[config.mk]
export PLATFORM = sky130hd
export DESIGN_NAME = pcm_serial_port
export DESIGN_NICKNAME = d
export VERILOG_FILES = /design/src/rtl/pcm_serial_port.sv
export SDC_FILE = /design/constraint.sdc
export NUM_CORES = 1
export LEC_CHECK = 0
export BUFFER_PORTS_ARGS = -buffer_cell sky130_fd_sc_hd__clkbuf_2
export CORE_UTILIZATION = 58
export DETAILED_ROUTE_END_ITERATION = 10
export PLACE_DENSITY_LB_ADDON = 0.25
export SLEW_MARGIN = 20
export SYNTH_ARGS = -nofsm -noshare
export SYNTH_HDL_FRONTEND = slang
export SYNTH_SLANG_ARGS = --single-unit
[constraint.sdc]
create_clock -name clk -period 2.5 [get_ports clk]
set_clock_uncertainty 0.15 [all_clocks]
set_input_delay 0.125 -clock clk [delete_from_list [all_inputs] [get_ports clk]]
set_output_delay 0.125 -clock clk [all_outputs]
set_load 0.01 [all_outputs]
[src/rtl/pcm_serial_port.sv]
module pcm_serial_port #(
  parameter int WORD_W   = 8,
  parameter int LONG_MIN = 3
) (
  input  logic              clk,
  input  logic              rst_n,
  input  logic              tx_bclk,
  input  logic              tx_fsync,
  input  logic [WORD_W-1:0] tx_code,
  output logic              tx_data,
  output logic              tx_oe,
  output logic              tx_slot_n,
  output logic              long_mode,
  input  logic              rx_bclk,
  input  logic              rx_fsync,
  input  logic              rx_data,
  output logic [WORD_W-1:0] rx_code,
  output logic              rx_valid,
  output logic              rx_sig
);

  localparam int CNT_W = $clog2(WORD_W + 1);
  localparam int WID_W = $clog2(WORD_W + LONG_MIN + 1);
  localparam logic [WID_W-1:0] WID_MAX = '1;

  // pin sampling: one settling stage, one current stage, one previous stage
  logic [4:0] pin_m, pin_c, pin_p;
  always_ff @(posedge clk or negedge rst_n)
    if (!rst_n) begin
      pin_m <= '0; pin_c <= '0; pin_p <= '0;
    end else begin
      pin_m <= {tx_bclk, tx_fsync, rx_bclk, rx_fsync, rx_data};
      pin_c <= pin_m;
      pin_p <= pin_c;
    end

  logic tb, tf, rb, rf, rd;
  assign {tb, tf, rb, rf, rd} = pin_c;

  logic tb_rise, tb_fall, tf_rise, tf_fall, rb_fall, rf_rise;
  assign tb_rise = tb & ~pin_p[4];
  assign tb_fall = ~tb & pin_p[4];
  assign tf_rise = tf & ~pin_p[3];
  assign tf_fall = ~tf & pin_p[3];
  assign rb_fall = ~rb & pin_p[2];
  assign rf_rise = rf & ~pin_p[1];

  // ---------------- transmit ----------------
  logic              long_q, tx_primed, tx_seen, tx_arm, tx_en, tx_done, tx_fl;
  logic [CNT_W-1:0]  tx_cnt;
  logic [WID_W-1:0]  tx_wid;
  logic [WORD_W-1:0] tx_sh, tx_buf;

  logic tx_trig, end_bits;
  assign tx_trig  = !tx_arm && !tx_en && !tx_seen && (long_q ? tf_rise : (tb_fall && tf));
  assign end_bits = tx_en && tx_cnt == CNT_W'(WORD_W) && tb_fall;

  always_ff @(posedge clk or negedge rst_n)
    if (!rst_n) begin
      long_q <= 1'b0; tx_primed <= 1'b0; tx_seen <= 1'b0; tx_arm <= 1'b0;
      tx_en <= 1'b0; tx_done <= 1'b0; tx_fl <= 1'b0; tx_cnt <= '0;
      tx_wid <= '0; tx_sh <= '0; tx_buf <= '0;
    end else begin
      if (tf_rise) tx_wid <= '0;
      else if (tb_fall && tf && tx_wid != WID_MAX) tx_wid <= tx_wid + 1'b1;
      if (tf_fall) long_q <= (tx_wid >= WID_W'(LONG_MIN));
      if (!tf) tx_seen <= 1'b0;

      if (tx_trig) begin
        tx_seen <= 1'b1;
        tx_buf  <= tx_code;
        if (tx_primed) begin
          tx_sh <= tx_buf;
          tx_fl <= long_q;
          if (long_q && tb) begin
            tx_en  <= 1'b1;
            tx_cnt <= CNT_W'(1);
          end else tx_arm <= 1'b1;
        end else tx_primed <= 1'b1;
      end else if (tx_arm && tb_rise) begin
        tx_arm <= 1'b0;
        tx_en  <= 1'b1;
        tx_cnt <= CNT_W'(1);
      end else if (tx_en) begin
        if (tb_rise && tx_cnt != CNT_W'(WORD_W)) begin
          tx_sh  <= tx_sh << 1;
          tx_cnt <= tx_cnt + 1'b1;
        end
        if ((tx_done || end_bits) && (!tx_fl || !tf)) begin
          tx_en   <= 1'b0;
          tx_done <= 1'b0;
          tx_cnt  <= '0;
        end else if (end_bits) tx_done <= 1'b1;
      end
    end

  assign tx_oe     = tx_en;
  assign tx_slot_n = ~tx_en;
  assign tx_data   = tx_en & tx_sh[WORD_W-1];
  assign long_mode = long_q;

  // ---------------- receive ----------------
  logic              rx_seen, rx_act, rx_v, rx_s;
  logic [CNT_W-1:0]  rx_cnt;
  logic [WID_W-1:0]  rx_wid;
  logic [WORD_W-1:0] rx_sh, rx_q;

  always_ff @(posedge clk or negedge rst_n)
    if (!rst_n) begin
      rx_seen <= 1'b0; rx_act <= 1'b0; rx_v <= 1'b0; rx_s <= 1'b0;
      rx_cnt <= '0; rx_wid <= '0; rx_sh <= '0; rx_q <= '0;
    end else begin
      rx_v <= 1'b0;
      if (rf_rise) rx_wid <= '0;
      else if (rb_fall && rf && rx_wid != WID_MAX) rx_wid <= rx_wid + 1'b1;
      if (!rf) rx_seen <= 1'b0;

      if (!rx_act) begin
        if (long_q ? rf_rise : (rb_fall && rf && !rx_seen)) begin
          rx_act  <= 1'b1;
          rx_seen <= 1'b1;
          rx_cnt  <= '0;
        end
      end else if (rb_fall) begin
        rx_sh  <= {rx_sh[WORD_W-2:0], rd};
        rx_cnt <= rx_cnt + 1'b1;
        if (rx_cnt == CNT_W'(WORD_W - 1)) begin
          rx_act <= 1'b0;
          rx_q   <= {rx_sh[WORD_W-2:0], rd};
          rx_v   <= 1'b1;
          rx_s   <= (rx_wid == WID_W'(2));
        end
      end
    end

  assign rx_code  = rx_q;
  assign rx_valid = rx_v;
  assign rx_sig   = rx_s;

  // ---------------- assertions ----------------
  AST_MODE_AT_SYNC_END: assert property (@(posedge clk) disable iff (!rst_n)
    !$stable(long_q) |-> $past(tf_fall));
  AST_OE_RISE_EDGE: assert property (@(posedge clk) disable iff (!rst_n)
    $rose(tx_en) |-> $past(tb_rise || tf_rise));
  AST_OE_FALL_EDGE: assert property (@(posedge clk) disable iff (!rst_n)
    $fell(tx_en) |-> $past(tb_fall || tf_fall));
  AST_BIT_COUNT_RANGE: assert property (@(posedge clk) disable iff (!rst_n)
    tx_en |-> (tx_cnt >= CNT_W'(1) && tx_cnt <= CNT_W'(WORD_W)));
  AST_DATA_ON_RISE: assert property (@(posedge clk) disable iff (!rst_n)
    (tx_en && $past(tx_en) && !$stable(tx_data)) |-> $past(tb_rise));
  AST_NO_DRIVE_UNPRIMED: assert property (@(posedge clk) disable iff (!rst_n)
    tx_en |-> tx_primed);
  AST_VALID_AFTER_FALL: assert property (@(posedge clk) disable iff (!rst_n)
    rx_v |-> $past(rb_fall));
  AST_VALID_SINGLE: assert property (@(posedge clk) disable iff (!rst_n)
    rx_v |=> !rx_v);

endmodule

# [Word level (Yosys, flattened, before mapping)]
# Cells that the tools add are included.
[classes] order_cmp=1 add_sub_neg=4 eq_ne=12 reduce_logical=40 bitwise_logic=16 n_mux=45
[op_table] cell="$mux 4" n=14
[op_table] cell="$mux 8" n=5
[op_table] cell="$mux 1" n=26
[op_table] cell="$add 4x1->4 const B" n=4
[op_table] cell="$logic_and 1x1->1" n=14
[op_table] cell="$reduce_bool 2->1" n=7
[op_table] cell="$ne 4x4->1 const B" n=3
[op_table] cell="$reduce_and 4->1" n=3
[op_table] cell="$not 1->1" n=9
[op_table] cell="$ne 2x2->1 const B" n=4
[op_table] cell="$reduce_and 2->1" n=4
[op_table] cell="$and 1x1->1" n=7
[op_table] cell="$logic_not 1->1" n=6
[op_table] cell="$reduce_and 3->1" n=2
[op_table] cell="$eq 4x2->1 const B" n=1
[op_table] cell="$eq 4x3->1 const B" n=1
[op_table] cell="$eq 4x4->1 const B" n=1
[op_table] cell="$ge 4x2->1 const B" n=1
[op_table] cell="$ne 2x1->1 const B" n=2
[op_table] cell="$reduce_bool 4->1" n=1
[op_table] cell="$reduce_bool 3->1" n=1
[op_table] cell="$logic_or 1x1->1" n=2
[word_totals] out_inout_bits=14 reg_bits=73 inputBits=15

# [Longest topological paths before layout]
# Gate-level depths: netlist of run 1.
[depth] ltp_word=9 ltp_mapped=8

# [Least setup slack after synthesis of run 1]
# OpenSTA, ideal clock, no wires.
[synth_timing] path_type="register -> register" startpoint="register tx_cnt[0]" endpoint="register tx_cnt[2]" setup_slack_ns=0.580 path_stages_with_launch=7 path_buffers=0 t_arrival_ns=1.648 setup_time_ns=0.122 path_cell_list="dfrtp_1 inv_1 ha_1 and3b_1 and3_1 a2111o_1 a32o_1"
[synth_between] elab_chain_len=9
[synth_lines] item="start, declared" line_no="50" text="logic [CNT_W-1:0] tx_cnt;"
[synth_lines] item="start signal, assigned" line_no="87" text="tx_cnt <= tx_cnt + 1'b1;"
[synth_lines] item="branches (longest 9 deep; another with $add 4x1->4)"
# Several ways; the timed one is not identified. The select of a mux whose other input is x is not followed.
# A chain may end at the register's enable or synchronous reset.

# [Final worst setup path of run 1]
[layout_timing] startpoint="register tx_cnt[0]" endpoint="register tx_sh[1]"
[layout_between] elab_chain_len=4
[layout_lines] item="$ne 4x4->1" line_no="85" text="if (tb_rise && tx_cnt != CNT_W'(WORD_W)) begin"
[layout_lines] item="$logic_and 1x1->1" line_no="85"
[layout_lines] item="$reduce_bool 2->1 (no source line)"
[layout_lines] item="$reduce_and 4->1 (no source line)"
[layout_lines] item="end signal, assigned" line_no="73" text="tx_sh <= tx_buf;"
[layout_lines] item="end signal, assigned" line_no="86" text="tx_sh <= tx_sh << 1;"
[layout_lines] item="end, declared" line_no="52" text="logic [WORD_W-1:0] tx_sh, tx_buf;"
# Every way passes these cells.

==> flow_summary.toml, run 1 <==
[finish]
final_area_um2 = 3603
stdcell_count = 383
drive_gt1_share_pct = 23.64
diodes = 0
final_nets = 329
area_growth_pct = 17.36
fillers = 381
postLayoutCoreUtil_pct = 70.55

[critical_path]
cp_max_fo = 8
critPathArrivalTime_ns = 2.24
required_ns = 2.59
reg2reg_depth = 8
timing.rr.start = "tx_cnt[0]"
r2r_end = "tx_sh[1]"
r2r_setup_slack_ns = 0.35
path_class = "reg -> reg"
critPathLaunchType = "flip-flop"
critPathCaptureType = "flip-flop"
critPathLaunch = "tx_cnt[0]"

[yosys]
yosysTopAreaCell = "dfrtp_1"
syn_area_um2 = 3070
postSynth.asyncResetShare_pct = 100.0
synth_ff_type = "dfrtp_1"
syn_inst = 258
yosys_warnings = 0
synth.top_cells.by_area = "dfrtp_1 59%, mux2_2 5.5%, nand2_1 5.1%"
synth_top_area_share_pct = 58.68
ys_ff_latch = 72
synth_cell_types = 49
synth-edff-count = 0
avgSynthCellArea_um2 = 11.90
syn_nets = 279
yosysSeqAreaShare_pct = 58.68

[drt]
via_count = 2075
drt_pass1_iterations = 4
drtIter0Drc = 108
drc = 0
vias_per_cell = 5.418
wire_per_inst_um = 13.57
wl_um = 5197
ant_nets = 0

[global_routing]
grt_util_all_layers_pct = 21.93
antenna_found_initial = 0
grt_max_degree = 32
grt_overflow = 0
grt_pass1_wl_um = 8907
grt_pass1_vias = 2028

[timing]
setup_viol_count_final = 0
finalSetupTns_ns = 0
rsz0062_at_grt = "false"
finalHoldViolCount = 0
slew_headroom_pct = 55.09
min_period_ns = 2.150
finalCritPeriodShare_pct = 85.99
worstMarginPinSlew_ns = 0.6737
slew_viol_final = 0
max_freq_ghz = 0.4652

[min_path]
hp-class = "in -> async"

[clock_tree]
cts_htree_levels = 3
cts_resized = 0
cts_tree = "done"
cts_buffer_depth = 2
cts.sinks = 72
worstSkewPairLatency_ns = 0.35
ctsRootBufferMaster = "clkbuf_8"
cts.clk_slew.worst_paths_ns = 0.09
cts-buffers-inserted = 9

[floorplan]
start_util_pct = 60.12
die_x_um = 74.76
fp.dieH_um = 74.76
row_count = 26
die_area_um2 = 5589
coreArea_um2 = 5107
io_pins = 29

[place]
port_buffers = 28
gp_congestion = 0.7911
placedCellCount = 353
placedInstanceArea_um2 = 3259
dp_hpwl_um = 3464

[pwr]
power.density_nw_per_um2 = 877.1
leakage_uw = 0.001732
irDropWorstVdd_v = 0.0006245

[job]
max_cap_violations = 0

[run_status]
status = "finished clean"
-- worst max path at each step --
stage	depth (start not counted)	slack, ns	end
6_report	8	0.35	tx_sh[1]
5_1_grt	8	0.16	tx_sh[2]
4_1_cts	8	0.33	tx_sh[1]
3_5_place_dp	8	0.34	tx_sh[1]
3_3_place_gp	5	0.44	tx_cnt[2]
2_1_floorplan	6	0.58	tx_cnt[2]
-- cell type report --
type	count	area [um2]	share of cell area (%)
inverters	8	30.03	0.8333
clock buffers	9	123.9	3.438
repair buffers	47	317.8	8.819
flip-flops and latches	72	1802	50.00
clock inverters	7	80.08	2.222
multi-input cells	170	1162	32.26
well taps	70	87.58	2.431
-- registers in the layout, summed over array words and instances (netlist names), 4 cells and up --
signal,count
rx_wid,4
pin_p,4
tx_sh,8
rx_cnt,4
rx_code,8
tx_cnt,4
tx_buf,8
pin_m,5
rx_sh,7
tx_wid,4
pin_c,5
-- synth_stat cells, drive strengths merged (2+ instances only) --
library cell   n
dfrtp         72
nand2         43
o21ai         17
mux2          16
nand3         12
nor2          11
inv            8
mux2i          8
nor2b          7
ha             6
buf            5
xor2           5
a21boi         3
a32o           3
and3           3
clkbuf         3
nor3b          3
a21oi          2
a22oi          2
a31oi          2
and3b          2
nand2b         2
nand4          2
nor3           2
nor4b          2
xnor2          2
-- critical path, stage by stage (launching register included) --
cell and delay, ns:
dfrtp_1 0.41, inv_1 0.06, ha_1 0.18, and3b_1 0.21, nor3b_1 0.35, a22oi_1 0.30, buf_4 0.25, nand2_1 0.08
o21ai_2 0.05
-- per-stage QoR --
step                hold WS [ns]  setup slack (ns)  power (uW)
floorplan                -0.3206            0.5803        2040
global placement        -0.03140            0.4445        2190
detailed placement      -0.03301            0.3425        2229
CTS                       0.1162            0.3332        3189
global route              0.1697            0.1600        3362
finish                    0.1063            0.3502        3161
-- kinds of logic after synthesis --
kind of cell    Yosys count  share of synthesized area (%)
compound gates           39                          9.413
flops                    72                          58.68
fa+ha+maj                 6                          2.445
simple gates             94                          15.40
buf+inv                  16                          3.464
xor+xnor                  7                          1.997
mux                      24                          8.598
-- routing by layer --
metal  share of wire, %  up-vias  GRT usage (%)
li1                   -     1001              -
met1                 44     1026          26.92
met4                2.5        0          13.00
met3                2.9       12          4.953
met5                  0        -              0
met2                 50       36          35.74
-- report_power, final --
part	internal [uW]	switching [uW]
combinational	299	300
clock	472	464
sequential	1430	199
total	2200	963
-- cell usage in the layout (no fill, tap or decap), drive strengths merged, types with 2 or more instances in the layout --
cell,n
clkinv,3
dfrtp,72
a21boi,3
nor3,2
o21ai,17
xor2,5
dlygate4sd3,14
nor4b,2
mux2,16
nor3b,3
and3,3
nor2b,7
nor2,11
buf,6
and3b,2
a32o,3
a21oi,2
nand2b,2
mux2i,8
clkbuf,36
a31oi,2
inv,10
nand3,12
xnor2,2
a22oi,2
ha,6
nand2,43
nand4,2
-- what timing repair did --
item / in CTS / in global routing
hold buffers: 14 / 0
hold endpoints to repair: 33 / 0
setup buffers: 0 / 0
Power figures use the tool's default switching activity.
==> inputs of run 2 (changes only) <==
CORE_UTILIZATION = 60   (was 58)
clock period = 2.75 ns   (was 2.5 ns; I/O delays follow)
==> run 2 against run 1 <==
  * Final area shrank 1.3%
  * Fmax is 0.95% higher
  * Core utilization up 3.3 points
  * Global-route usage is 0.63 points higher
  * Sequential share of layout area up 0.67 points
  * Clock-buffer cell count increased by 1
  * Register-to-register slack improved by 0.27 ns
  * Wire length fell by 0.60%
  * Critical path type unchanged
  * Highest routed layer unchanged
==> flow_summary.toml, run 2 (synthesized netlist as in run 1, its figures left out) <==
[place]
gp_congestion = 0.8357
dp_hpwl_um = 3406
port_buffers = 28

[timing]
finalCritPeriodShare_pct = 77.44
finalHoldViolCount = 0
min_period_ns = 2.130
finalSetupTns_ns = 0
setup_viol_count_final = 0
slew_headroom_pct = 69.62
slew_viol_final = 0
fin_hold_ws_ns = 0.09098
rsz0062_at_grt = "false"
max_freq_ghz = 0.4696
worstMarginPinSlew_ns = 0.4523

[critical_path]
r2r_setup_slack_ns = 0.62
worstPathCellList = "nor4b_1 > a21boi_4 > a22oi_1 > buf_4 > a32o_1"
timing.rr.start = "tx_oe"
critPathLaunch = "tx_oe"
required_ns = 2.84
cp_slowest_cell = "dfrtp_1"
critPathBufInv = 1
critPathMaxStageDelay_ns = 0.46
path_class = "reg -> reg"
critPathLaunchType = "flip-flop"
path_delay_family = "compound AO/OA/AOI/OAI gates"
critPathArrivalTime_ns = 2.22
cp_max_fo = 15
critPathCaptureType = "flip-flop"

[clock_tree]
cts_htree_levels = 3
postCtsSetupRepairBufs = 0
worstSkewPairLatency_ns = 0.35
cts.clk_slew.worst_paths_ns = 0.07
cts_tree = "done"
cts_resized = 0
cts-buffers-inserted = 9
cts_buffer_depth = 2
cts.sinks = 72
ctsRootBufferMaster = "clkbuf_8"
cts_hold_buf = 14

[min_path]
hp-class = "in -> async"

[global_routing]
grt_max_degree = 35
grt_pass1_vias = 1962
grt_overflow = 0
antenna_found_initial = 0
grt_pass1_wl_um = 8735
grt_util_all_layers_pct = 22.57

[drt]
drtIter0Drc = 126
vias_per_cell = 5.315
via_count = 2009
drc = 0
wl_um = 5166
drt_pass1_iterations = 4
ant_nets = 0
wire_per_inst_um = 13.67

[finish]
final_nets = 329
seqCellArea_um2 = 1802
diodes = 0
drive_gt1_share_pct = 23.15
layout_common_cells = "72 x dfrtp_1, 42 x nand2_1, 27 x clkbuf_2"
final_common_cell = "dfrtp_1"
area_growth_pct = 15.81
fillers = 351
multi_input_area_um2 = 1162

[pwr]
irDropWorstVdd_v = 0.0005396
leakage_uw = 0.001714
power.total_uw = 2717
power.density_nw_per_um2 = 764.2

[floorplan]
fp.dieH_um = 73.54
coreArea_um2 = 4817
start_util_pct = 63.74
die_area_um2 = 5407
row_count = 25
io_pins = 29
die_x_um = 73.54

[run_status]
status = "finished clean"

[job]
max_cap_violations = 0
==> run 2: cell types whose count changed in the layout (fill, tap and decap cells not counted) <==
cell	before	now
bufinv_16	1	0
inv_6	1	0
inv_8	1	0
clkinv_4	2	0
clkinv_2	1	3
clkbuf_8	9	10
==> run 2: final timing paths <==
| kind | end | cells past startpoint |
|---|---|---|
| min reg2reg | pin_c[0] | 0 |
| max | tx_sh[0] | 5 |
| min | rx_wid[0] | 2 |
| max reg2reg | tx_sh[0] | 5 |
| min in group clk | pin_c[0] | 0 |
| max in group asynchronous | pin_c[4] | 3 |
==> run 2: metrics by stage <==
stage / cell area, um2 / setup WS (ns) / instances / util (%)
after global placement: 3256 / 0.6559 / 350 / 67.58
after floorplan: 3070 / 0.8303 / 258 / -
after detailed placement: 3256 / 0.6329 / 350 / 67.58
after global routing: 3556 / 0.4598 / 378 / 73.82
final: 3556 / 0.6204 / 378 / 73.82
after CTS: 3556 / 0.6067 / 378 / 73.82
==> run 2: area by class of cell <==
cell class                 count  share of cell area [%]
tap                           67                   2.357
inverter                       8                  0.8445
timing repair buffer          47                   8.937
multi-input combinational    170                   32.69
clock inverter                 4                  0.6334
sequential                    72                   50.67
clock buffer                  10                   3.871
==> run 2: per-layer routing <==
metal	vias up	share of wire [%]	GRT usage, %	wire length (um)
met4	0	1.3	10.90	68
met1	972	45	27.36	2310
met5	-	0	0	0
met3	8	3.9	8.642	200
li1	987	-	-	-
met2	42	50	35.47	2586
==> run 2: power breakdown <==
part | internal, uW | switching, uW
registers | 1300 | 178
clock network | 336 | 367
logic | 271 | 267
total | 1910 | 812
==> inputs of run 3 (changes only) <==
CORE_UTILIZATION = 58   (was 60)
clock period = 2.18 ns   (was 2.75 ns; I/O delays follow)
==> run 3 against run 2 <==
  * Clock-buffer cell count unchanged
  * Sequential share of layout area decreased by 1.5 points
  * Register-to-register slack got worse by 0.46 ns
  * Critical endpoint is now tx_cnt[2]
  * Sequential cell count unchanged
  * Setup slack got worse by 0.46 ns
  * Final cell count increased by 2.9%
  * Non-clock buffer count increased by 6
  * Largest power group unchanged
  * Highest routed layer unchanged
  * Critical path type unchanged
==> flow_summary.toml, run 3 (synthesized netlist as in run 1, its figures left out) <==
[drt]
drc = 0
vias_per_cell = 5.357
wl_um = 5258
wire_per_inst_um = 13.52
drt_pass1_iterations = 4
ant_nets = 0
via_count = 2084
drtIter0Drc = 84

[timing]
finalCritPeriodShare_pct = 92.55
finalHoldViolCount = 0
max_freq_ghz = 0.4956
setup_viol_count_final = 0
fin_hold_ws_ns = 0.1258
finalSetupTns_ns = 0
worstMarginPinSlew_ns = 0.5402
min_period_ns = 2.018
rsz0062_at_grt = "false"
slew_headroom_pct = 63.99
fin_ws_ns = 0.1624
slew_viol_final = 0

[floorplan]
row_count = 26
start_util_pct = 60.12
coreArea_um2 = 5107
fp.dieH_um = 74.76
io_pins = 29
die_area_um2 = 5589
die_x_um = 74.76

[critical_path]
critPathLaunch = "tx_cnt[0]"
reg2reg_depth = 6
critPathArrivalTime_ns = 2.10
path_class = "reg -> reg"
timing.rr.start = "tx_cnt[0]"
r2r_setup_slack_ns = 0.16
critPathCaptureType = "flip-flop"
required_ns = 2.26
r2r_end = "tx_cnt[2]"
critPathLaunchType = "flip-flop"
cp_max_fo = 7

[global_routing]
gr-max-usage-layer = "met2"
grt_util_all_layers_pct = 21.14
grt_pass1_vias = 1960
grt_pass1_wl_um = 8625
grt_max_degree = 39
met3_usage_pct = 4.418
met2_usage_pct = 34.43
grt.met1_usage_pct = 26.44
grt_overflow = 0
antenna_found_initial = 0

[min_path]
hp-class = "in -> async"

[place]
dp_hpwl_um = 3491
gp_congestion = 0.7904
placedInstanceArea_um2 = 3317
port_buffers = 28
pre_cts_ws_ns = 0.1379

[pwr]
power.density_nw_per_um2 = 986.5
comb_power_share_pct = 20.1
leakage_uw = 0.001767
power.total_uw = 3614
pwr-share-clk_pct = 28.8
p_int_uw = 2533
p_seq_share_pct = 51.0
irDropWorstVdd_v = 0.0006030
p_sw_uw = 1081
swShare_pct = 29.91

[job]
max_cap_violations = 0

[clock_tree]
cts.clk_slew.worst_paths_ns = 0.08
cts-buffers-inserted = 9
ctsRootBufferMaster = "clkbuf_8"
worstSkewPairLatency_ns = 0.34
cts_htree_levels = 3
cts.sinks = 72
cts_tree = "done"
cts_buffer_depth = 2

[finish]
final_nets = 335
diodes = 0
drive_gt1_share_pct = 25.39
final_area_um2 = 3664
final_common_cell = "dfrtp_1"
layout_common_cells = "72 x dfrtp_1, 42 x nand2_1, 27 x clkbuf_2"
area_growth_pct = 19.32

[run_status]
status = "finished clean"
[run 3: routing by layer]
metal	share of wire [%]	vias to the layer above	wire length, um
met5	0	-	0
met4	1.5	0	80
met3	3.8	10	199
met2	50	46	2645
met1	44	1019	2332
li1	-	1009	-
[run 3: area by class of cell]
| class | count | area [um2] |
|---|---|---|
| Fill cell | 371 | 1444 |
| Multi-Input combinational cell | 170 | 1172 |
| Tap cell | 70 | 87.58 |
| Sequential cell | 72 | 1802 |
| Timing Repair Buffer | 53 | 375.4 |
| Clock buffer | 10 | 127.6 |
| Clock inverter | 6 | 68.82 |
| Inverter | 8 | 30.03 |
[run 3: how the worst max path moves through the flow]
| stage | endpoint | slack (ns) |
|---|---|---|
| after detailed placement | tx_cnt[3] | 0.14 |
| after global routing | tx_cnt[3] | 0.03 |
| final | tx_cnt[2] | 0.16 |
| after floorplan | tx_cnt[2] | 0.26 |
| after CTS | tx_cnt[2] | 0.09 |
| after global placement | tx_cnt[2] | 0.20 |
[run 3: what timing repair did]
action | 4_1_cts | 5_1_grt
endpoints found under the setup margin | 0 | 9
setup buffers | 0 | 0
endpoints found under the hold margin | 34 | 0
hold buffers | 14 | 0
resized for setup | 0 | 2
[run 3: worst max-delay path: stages, from the launching register on]
cell,delay (ns)
dfrtp_1,0.41
inv_1,0.06
ha_1,0.18
and3b_1,0.22
and3_1,0.19
a2111o_1,0.44
a32o_1,0.25
[run 3: power by group through the flow]
stage	registers, uW	logic, uW	clock network, uW
floorplan	1830	511	0
global placement	1860	679	0
detailed placement	1870	705	0
CTS	1840	730	1070
global route	1880	835	1120
finish	1840	727	1040
[run 3: metrics by stage]
step                      instances  utilization (%)
after global routing            389            71.73
after global placement          359            64.94
final                           389            71.73
after floorplan                 258                -
after CTS                       389            71.53
after detailed placement        359            64.94
